### src/rtl/stack_seq_pkg.sv
// Package: shared command codes and sequencer states for the stack pair
// transfer sequencer. Assumes a 3-bit command field.
package stack_seq_pkg;

    typedef enum logic [2:0] {
        OP_NONE = 3'd0,
        OP_PUSH = 3'd1,
        OP_POP  = 3'd2,
        OP_XTOP = 3'd3,
        OP_CALL = 3'd4,
        OP_RET  = 3'd5,
        OP_LDSP = 3'd6,
        OP_RSVD = 3'd7
    } op_e;

    typedef enum logic [3:0] {
        S_IDLE,
        S_WR_HI,
        S_WR_LO,
        S_RD_LO,
        S_RD_HI,
        S_RD_END,
        S_XR_LO,
        S_XR_HI,
        S_XW_LO,
        S_XW_HI,
        S_LD
    } state_e;

endpackage

### src/rtl/stack_seq_ctrl.sv
// Module: sequencing state machine. Accepts a command only in S_IDLE and
// walks the fixed cycle pattern for that command, then returns to idle.
// Assumes cmd_op is stable while cmd_valid is high in an idle cycle.
module stack_seq_ctrl
    import stack_seq_pkg::*;
(
    input  logic       clk,
    input  logic       rst_n,
    input  logic       cmd_valid,
    input  logic [2:0] cmd_op,
    output state_e     state,
    output logic       accept
);

    state_e state_nx;
    op_e    op;

    assign op = op_e'(cmd_op);

    // Decide the next state and whether a command is taken this cycle.
    always_comb begin
        state_nx = state;
        accept   = 1'b0;
        unique case (state)
            S_IDLE: begin
                if (cmd_valid) begin
                    accept = 1'b1;
                    case (op)
                        OP_PUSH, OP_CALL: state_nx = S_WR_HI;
                        OP_POP,  OP_RET:  state_nx = S_RD_LO;
                        OP_XTOP:          state_nx = S_XR_LO;
                        OP_LDSP:          state_nx = S_LD;
                        default:          accept   = 1'b0;
                    endcase
                end
            end
            S_WR_HI:  state_nx = S_WR_LO;
            S_WR_LO:  state_nx = S_IDLE;
            S_RD_LO:  state_nx = S_RD_HI;
            S_RD_HI:  state_nx = S_RD_END;
            S_RD_END: state_nx = S_IDLE;
            S_XR_LO:  state_nx = S_XR_HI;
            S_XR_HI:  state_nx = S_XW_LO;
            S_XW_LO:  state_nx = S_XW_HI;
            S_XW_HI:  state_nx = S_IDLE;
            S_LD:     state_nx = S_IDLE;
            default:  state_nx = S_IDLE;
        endcase
    end

    // State register with synchronous active-low reset.
    always_ff @(posedge clk) begin
        if (!rst_n) state <= S_IDLE;
        else        state <= state_nx;
    end

endmodule

### src/rtl/stack_seq_ptr.sv
// Module: stack pointer register. Steps down or up by one, or loads a
// new value; arithmetic wraps at 2^ADDR_W. Assumes at most one of the
// three controls is high per cycle.
module stack_seq_ptr #(
    parameter int                ADDR_W   = 16,
    parameter logic [ADDR_W-1:0] SP_RESET = '0
) (
    input  logic              clk,
    input  logic              rst_n,
    input  logic              step_dn,
    input  logic              step_up,
    input  logic              load,
    input  logic [ADDR_W-1:0] load_val,
    output logic [ADDR_W-1:0] sp,
    output logic [ADDR_W-1:0] sp_dn,
    output logic [ADDR_W-1:0] sp_up
);

    localparam logic [ADDR_W-1:0] ONE = ADDR_W'(1);

    // Neighbouring addresses, wrapping naturally in ADDR_W bits.
    always_comb begin
        sp_dn = sp - ONE;
        sp_up = sp + ONE;
    end

    // Pointer register update.
    always_ff @(posedge clk) begin
        if (!rst_n)       sp <= SP_RESET;
        else if (load)    sp <= load_val;
        else if (step_dn) sp <= sp_dn;
        else if (step_up) sp <= sp_up;
    end

endmodule

### src/rtl/stack_seq_path.sv
// Module: datapath. Latches the pair at command acceptance, drives the
// memory bus from the current state and assembles fetched bytes into the
// result pair. Assumes read data arrives the cycle after the read strobe.
module stack_seq_path
    import stack_seq_pkg::*;
#(
    parameter int ADDR_W = 16,
    parameter int BYTE_W = 8,
    localparam int PAIR_W = 2 * BYTE_W
) (
    input  logic              clk,
    input  logic              rst_n,
    input  state_e            state,
    input  logic              accept,
    input  logic [PAIR_W-1:0] push_val,
    input  logic [BYTE_W-1:0] mem_rdata,
    input  logic [ADDR_W-1:0] sp,
    input  logic [ADDR_W-1:0] sp_dn,
    input  logic [ADDR_W-1:0] sp_up,
    output logic [PAIR_W-1:0] hold_val,
    output logic [ADDR_W-1:0] mem_addr,
    output logic [BYTE_W-1:0] mem_wdata,
    output logic              mem_we,
    output logic              mem_re,
    output logic [PAIR_W-1:0] pop_val,
    output logic              done,
    output logic              busy
);

    logic [BYTE_W-1:0] hold_hi, hold_lo;
    logic [BYTE_W-1:0] cap_lo, cap_hi;

    assign hold_hi = hold_val[PAIR_W-1:BYTE_W];
    assign hold_lo = hold_val[BYTE_W-1:0];

    // Capture the operand pair when a command is taken.
    always_ff @(posedge clk) begin
        if (!rst_n)      hold_val <= '0;
        else if (accept) hold_val <= push_val;
    end

    // Bus drive per state: address, data and strobes.
    always_comb begin
        mem_addr  = sp;
        mem_wdata = '0;
        mem_we    = 1'b0;
        mem_re    = 1'b0;
        unique case (state)
            S_WR_HI: begin mem_addr = sp_dn; mem_we = 1'b1; mem_wdata = hold_hi; end
            S_WR_LO: begin mem_addr = sp_dn; mem_we = 1'b1; mem_wdata = hold_lo; end
            S_RD_LO: begin mem_addr = sp;    mem_re = 1'b1; end
            S_RD_HI: begin mem_addr = sp;    mem_re = 1'b1; end
            S_XR_LO: begin mem_addr = sp;    mem_re = 1'b1; end
            S_XR_HI: begin mem_addr = sp_up; mem_re = 1'b1; end
            S_XW_LO: begin mem_addr = sp;    mem_we = 1'b1; mem_wdata = hold_lo; end
            S_XW_HI: begin mem_addr = sp_up; mem_we = 1'b1; mem_wdata = hold_hi; end
            default: ;
        endcase
    end

    // Completion and activity flags.
    always_comb begin
        done = (state == S_WR_LO) || (state == S_RD_END) ||
               (state == S_XW_HI) || (state == S_LD);
        busy = (state != S_IDLE);
    end

    // Collect returned bytes; the low byte returns first in both flows.
    always_ff @(posedge clk) begin
        if (!rst_n) begin
            cap_lo <= '0;
            cap_hi <= '0;
        end else begin
            if (state == S_RD_HI || state == S_XR_HI) cap_lo <= mem_rdata;
            if (state == S_XW_LO)                     cap_hi <= mem_rdata;
        end
    end

    // Publish the result pair at the end of the done cycle.
    always_ff @(posedge clk) begin
        if (!rst_n)                 pop_val <= '0;
        else if (state == S_RD_END) pop_val <= {mem_rdata, cap_lo};
        else if (state == S_XW_HI)  pop_val <= {cap_hi, cap_lo};
    end

endmodule

### src/rtl/stack_seq.sv
// Module: top of the stack pair transfer sequencer. Joins the state
// machine, the stack pointer and the datapath. Assumes a single-port
// byte memory with one-cycle read latency and same-edge writes.
module stack_seq
    import stack_seq_pkg::*;
#(
    parameter int                ADDR_W   = 16,
    parameter int                BYTE_W   = 8,
    parameter logic [ADDR_W-1:0] SP_RESET = '0,
    localparam int               PAIR_W   = 2 * BYTE_W
) (
    input  logic              clk,
    input  logic              rst_n,
    input  logic              cmd_valid,
    input  logic [2:0]        cmd_op,
    input  logic [PAIR_W-1:0] push_val,
    input  logic [BYTE_W-1:0] mem_rdata,
    output logic [ADDR_W-1:0] mem_addr,
    output logic [BYTE_W-1:0] mem_wdata,
    output logic              mem_we,
    output logic              mem_re,
    output logic [PAIR_W-1:0] pop_val,
    output logic              done,
    output logic              busy,
    output logic [ADDR_W-1:0] sp
);

    state_e            state;
    logic              accept;
    logic [ADDR_W-1:0] sp_dn, sp_up;
    logic [PAIR_W-1:0] hold_val;
    logic              step_dn, step_up, load_sp;
    logic [ADDR_W-1:0] load_val;

    // Pointer controls derived from the current step.
    always_comb begin
        step_dn  = (state == S_WR_HI) || (state == S_WR_LO);
        step_up  = (state == S_RD_LO) || (state == S_RD_HI);
        load_sp  = (state == S_LD);
        load_val = ADDR_W'(hold_val);
    end

    stack_seq_ctrl u_ctrl (
        .clk       (clk),
        .rst_n     (rst_n),
        .cmd_valid (cmd_valid),
        .cmd_op    (cmd_op),
        .state     (state),
        .accept    (accept)
    );

    stack_seq_ptr #(
        .ADDR_W   (ADDR_W),
        .SP_RESET (SP_RESET)
    ) u_ptr (
        .clk      (clk),
        .rst_n    (rst_n),
        .step_dn  (step_dn),
        .step_up  (step_up),
        .load     (load_sp),
        .load_val (load_val),
        .sp       (sp),
        .sp_dn    (sp_dn),
        .sp_up    (sp_up)
    );

    stack_seq_path #(
        .ADDR_W (ADDR_W),
        .BYTE_W (BYTE_W)
    ) u_path (
        .clk       (clk),
        .rst_n     (rst_n),
        .state     (state),
        .accept    (accept),
        .push_val  (push_val),
        .mem_rdata (mem_rdata),
        .sp        (sp),
        .sp_dn     (sp_dn),
        .sp_up     (sp_up),
        .hold_val  (hold_val),
        .mem_addr  (mem_addr),
        .mem_wdata (mem_wdata),
        .mem_we    (mem_we),
        .mem_re    (mem_re),
        .pop_val   (pop_val),
        .done      (done),
        .busy      (busy)
    );

endmodule

### config.mk
export PLATFORM = sky130hd
export DESIGN_NAME = stack_seq
export DESIGN_NICKNAME = d
export VERILOG_FILES = /design/src/rtl/stack_seq_pkg.sv /design/src/rtl/stack_seq_ctrl.sv /design/src/rtl/stack_seq_ptr.sv /design/src/rtl/stack_seq_path.sv /design/src/rtl/stack_seq.sv
export SDC_FILE = /design/constraint.sdc
export NUM_CORES = 1
export LEC_CHECK = 0
export BUFFER_PORTS_ARGS = -buffer_cell sky130_fd_sc_hd__buf_2
export CORE_ASPECT_RATIO = 0.5
export CORE_UTILIZATION = 59
export DETAILED_ROUTE_END_ITERATION = 10
export GPL_TIMING_DRIVEN = 0
export PLACE_DENSITY = 0.95
export SLEW_MARGIN = 25
export SYNTH_ARGS = -nofsm -noshare
export SYNTH_HDL_FRONTEND = slang
export SYNTH_SLANG_ARGS = --single-unit
### constraint.sdc
create_clock -name clk -period 4.72 [get_ports clk]
set_input_delay 0.944 -clock clk [delete_from_list [all_inputs] [get_ports clk]]
set_output_delay 0.944 -clock clk [all_outputs]
set_load 0.01 [all_outputs]
# --- Word-level counts from Yosys, hierarchy flattened ---
# Cells that the tools add are included.
totals:
  ff_bits: 68
  output_inout_bits: 60
  word_cells: 61
op_classes:
  addsub: 2
  n_reduce_logical: 20
  eq_ne: 18
  muxes: 15
ops:
  columns: ["operator", "count"]
  rows:
  - ["16-bit 2-to-1 mux", 5]
  - ["16-bit one-hot mux with 2 select lines", 1]
  - ["4-bit one-hot mux with 7 select lines", 1]
  - ["16-bit by 1-bit adder with 16-bit output, second input constant", 1]
  - ["4-bit by 3-bit == test with 1-bit output, second input constant", 4]
  - ["4-bit one-hot mux with 4 select lines", 1]
  - ["8-bit one-hot mux with 2 select lines", 1]
  - ["16-bit by 1-bit subtractor with 16-bit output, second input constant", 1]
  - ["4-bit == test, second input constant", 3]
  - ["2-bit OR reduction", 6]
  - ["3-bit == test, second input constant", 3]
  - ["4-bit by 2-bit == test with 1-bit output, second input constant", 2]
  - ["4-bit OR reduction", 2]
  - ["3-bit by 2-bit == test with 1-bit output, second input constant", 2]
  - ["1-bit logical OR", 6]
  - ["6-bit OR reduction", 1]
  - ["1-bit 2-to-1 mux", 5]
  - ["5-bit != test, second input constant", 1]
  - ["4-bit by 1-bit == test with 1-bit output, second input constant", 1]
  - ["4-bit logical NOT", 1]
  - ["4-bit 2-to-1 mux", 1]
  - ["4-bit nonzero test", 1]
  - ["3-bit by 1-bit == test with 1-bit output, second input constant", 1]
  - ["3-bit nonzero test", 1]
  - ["other kinds (3)", 3]

# --- Depth between registers and ports, before layout ---
depth:
  ltp_word: 5
  mapped_depth: 8
  mapped_depth_nobuf: 7

# --- Modules after synthesis ---
# A second synthesis with hierarchy kept.
hier_totals:
  hier_cells: 535
  hier_area_um2: 4511.8
by_module_without_submodules:
  columns: ["mod", "n_inst", "cells_per_inst", "seq_area_each_um2", "area_per_inst_um2"]
  rows:
  - ["stack_seq_path", 1, 280, 960.9, 2471.1]
  - ["stack_seq_ptr", 1, 207, 320.3, 1687.9]
  - ["stack_seq_ctrl", 1, 42, 80.1, 307.8]
  - ["stack_seq", 1, 6, 0.0, 45.0]

# --- Worst setup path after synthesis ---
# OpenSTA, ideal clock, no wires.
synth_path:
  path_kind: "reg2out"
  startpoint: "register u_ptr.sp[0]"
  endpoint: "output mem_addr[12]"
  slack_ps: 1938
  path_buffers: 1
  t_arrival_ps: 1838
  path_stages_with_launch: 9
  t_required_ps: 3776
  path_cell_list: "dfxtp_1 > clkbuf_1 > inv_1 > ha_1 > or4b_4 > nor2_1 > nand4_1 > nand2_1 > xor2_1"
synth_via:
  elab_chain_len: 2
synth_lines:
  columns: ["item", "line", "rtl"]
  rows:
  - ["start, declared", "stack_seq_ptr.sv:14", "output logic [ADDR_W-1:0] sp,"]
  - ["start signal, assigned", "stack_seq_ptr.sv:30", "else if (load) sp <= load_val;"]
  - ["start signal, assigned", "stack_seq_ptr.sv:31", "else if (step_dn) sp <= sp_dn;"]
  - ["start signal, assigned", "stack_seq_ptr.sv:32", "else if (step_up) sp <= sp_up;"]
  - ["16-bit by 1-bit adder with 16-bit output or 16-bit by 1-bit subtractor with 16-bit output (tied branches)", "stack_seq_ptr.sv:24, stack_seq_ptr.sv:23", null]
  - ["16-bit one-hot mux with 2 select lines (*)", "stack_seq_path.sv:48", "unique case (state)"]
  - ["end, declared", "stack_seq.sv:18", "output logic [ADDR_W-1:0] mem_addr,"]
# Mark *: on every way between the ends. The rest lies on a longest branch, timed or not.

# --- Worst setup path after layout ---
layout_path:
  startpoint: "register u_ctrl.state[0]"
  endpoint: "output mem_addr[5]"
layout_via:
  elab_chain_len: 3
layout_lines:
  columns: ["item", "line", "rtl"]
  rows:
  - ["start, declared", "stack_seq_ctrl.sv:11", "output state_e state,"]
  - ["start signal, assigned", "stack_seq_ctrl.sv:54", "else state <= state_nx;"]
  - ["4-bit by 3-bit == test with 1-bit output (tied with other cells)", "stack_seq_path.sv:48", null]
  - ["2-bit OR reduction (no source line)", null, null]
  - ["16-bit one-hot mux with 2 select lines (*)", "stack_seq_path.sv:48", null]
# Marks and branches as above.

==> results.toml <==
[route]
drtIter0Drc = 799
top_layer_used = "met4"
wl_met2_mm = 5.88
vias_per_cell = 6.54
dr_wl_met3_mm = 1.70
drt-total-wl_mm = 13.1
wl_met1_mm = 5.10
vias = 4561
first_pass_iters = 6
remaining_drc_errors = 0
ant_nets = 0
wl_per_cell_um = 18.8

[floorplanning]
io_pins = 90
design.die.area_um2 = 7270
initial_core_util = 0.642
die_x_um = 120
coreArea_um2 = 6360
num_rows = 20
dieHeight_um = 60.8

[timing]
rsz0062_at_grt = "false"
fin_tns_setup_ns = 0
relSlewSlack = 0.361
finalSetupViolations = 0
fin_crit_ns = 3.67
fin_skew_ns = 0.00613
max_freq_mhz = 272
tightest_slew_ns = 0.951
hold_viol_final = 0
period_share = 0.778
maxSlewViolCount = 0

[pwr]
peakVddDrop_mv = 0.205
power.leakage_nw = 2.09
finalPower_mw = 2.42
p_per_area_nw_per_um2 = 490

[cells_and_area]
area_delta_synth_final_pct = 21.3
drive_above_1_share = 0.228
mostFrequentLayoutCells = "buf_2, nor2_1, dfxtp_1"
fin_nets = 636
antenna_cells = 0
final_common_cell = "buf_2"

[setup_path]
slowest_delay_ns = 0.57
cp-start-kind = "flip-flop"
critical_path.cell_chain = "buf_2 > xor2_1 > nand2_2 > clkbuf_1 > o22ai_1 > nor2_1 > xor2_1 > buf_2"
crit_buf_inv = 3
critical_path.top_delay_family = "XOR/XNOR gates"
required_ns = 3.78
path_class = "flip-flop to output pin"
endpoint_kind = "output pin"
cp_data_arrival_time_ns = 2.73
crit_fanout = 10
critPathSlowestCell = "xor2_1"

[placed_design]
io_buffers = 89
hpwl_mm = 8.85
place_congestion = 1.00

[clocking]
htreeDepth = 3
cts_root_buf = "clkbuf_16"
cts_made_buffers = 9
clk_latency_ns = 0.35
cts_setup_buffers = 0
cts.sinks = 68
cts.clk_slew.worst_paths_ns = 0.06
cts_hold_buf = 0
post_cts_resized = 0
clockBufferDepth = 2
cts_tree = "built"

[global_route]
gr-total-overflow = 0
grt_max_degree = 15
grt_usage = 0.367
grt_pass1_wl_mm = 20.3
first_global_vias = 4166
antenna_found_initial = 0

[synth]
avgSynthCellArea_um2 = 8.09
synth_fp_nets = 536
async_flop_share = 0
ys_ff_latch = 68
postSynthCellCount = 504
ys_seq_area_frac = 0.334
yosysUniqueCellTypes = 69
yosysWarnings = 0
synth_edf_count = 0
yosys_most_used_dff = "dfxtp_1"
syn_area_um2 = 4080

[outcome]
status = "finished, final reports clean"

[job]
cap_viol_max_count = 0

[hold_path]
min_path_type = "flip-flop to flip-flop"
worst min-delay path, stage by stage, from the launching register on:
cell     delay [ns]
dfxtp_1        0.31
nand2_1        0.05
a21oi_1        0.05
through the flow:
step	util	instances	setup WS, ns	instance area (um^2)	hold WS [ns]
floorplan	-	504	1.94	4080	0.436
finish	0.779	697	1.05	4950	0.455
global route	0.779	697	0.932	4950	0.480
detailed placement	0.729	681	1.53	4630	0.446
CTS	0.778	697	1.15	4940	0.456
global placement	0.729	681	1.57	4630	0.441
where the power goes:
| part | total (mW) | switching [mW] | internal, mW |
|---|---|---|---|
| registers | 0.681 | 0.0495 | 0.632 |
| clock network | 0.704 | 0.286 | 0.418 |
| logic | 1.04 | 0.642 | 0.398 |
flip-flops by register name, indices dropped and copies added (netlist names):
| name | count |
|---|---|
| u_ptr.sp | 16 |
| u_path.cap_lo | 8 |
| u_path.pop_val | 16 |
| u_path.cap_hi | 8 |
| u_ctrl.state | 4 |
| u_path.hold_val | 16 |
worst paths after layout:
kind                    start                to  slack, ns  depth (start not counted)
min reg2reg  u_path.cap_hi[7]  u_path.cap_hi[7]       0.45                          2
min          u_path.cap_hi[7]  u_path.cap_hi[7]       0.45                          2
max           u_ctrl.state[0]       mem_addr[5]       1.05                          8
max reg2reg   u_ctrl.state[0]      u_ptr.sp[15]       2.22                          7
logic make-up after synthesis:
family / count (synthesis) / synth area share
xor gates and xnor gates: 23 / 0.0494
and+or+nand+nor: 197 / 0.244
AOI/OAI and AO/OA: 116 / 0.199
adders and majority gates: 2 / 0.00613
DFF: 68 / 0.334
buffers and inverters: 53 / 0.0571
muxes: 45 / 0.110
cell usage after synthesis (all sizes together), types with 4 or more instances:
library cell	count	area, um^2
or3	5	31.3
o22ai	7	43.8
o211ai	4	30.0
or4	7	52.6
nand4	12	81.3
inv	8	30.0
a22oi	9	67.6
a22o	8	70.1
buf	19	105
nor2	74	280
a21oi	26	134
dfxtp	68	1360
a211oi	9	67.6
a31oi	14	87.6
xnor2	11	96.3
o21ai	11	55.1
clkbuf	25	93.8
nand2b	5	31.3
nand2	35	134
nor3	14	80.1
xor2	12	105
nor4	6	58.8
mux2i	45	450
nand3	18	90.1
routing by layer:
metal | vias to the layer above | GRT usage
li1 | 2035 | -
met1 | 2085 | 0.434
met2 | 369 | 0.610
met3 | 72 | 0.134
met4 | 0 | 0.180
met5 | - | 0
cell type report:
cell class,count,area (um^2)
sequential,68,1360
multi-input combinational,383,2490
inverter,9,33.8
tap,88,110
timing repair buffer,89,445
buffer,44,199
clock inverter,7,83.8
clock buffer,9,225
fill,440,1410
Power figures use the tool's default switching activity.
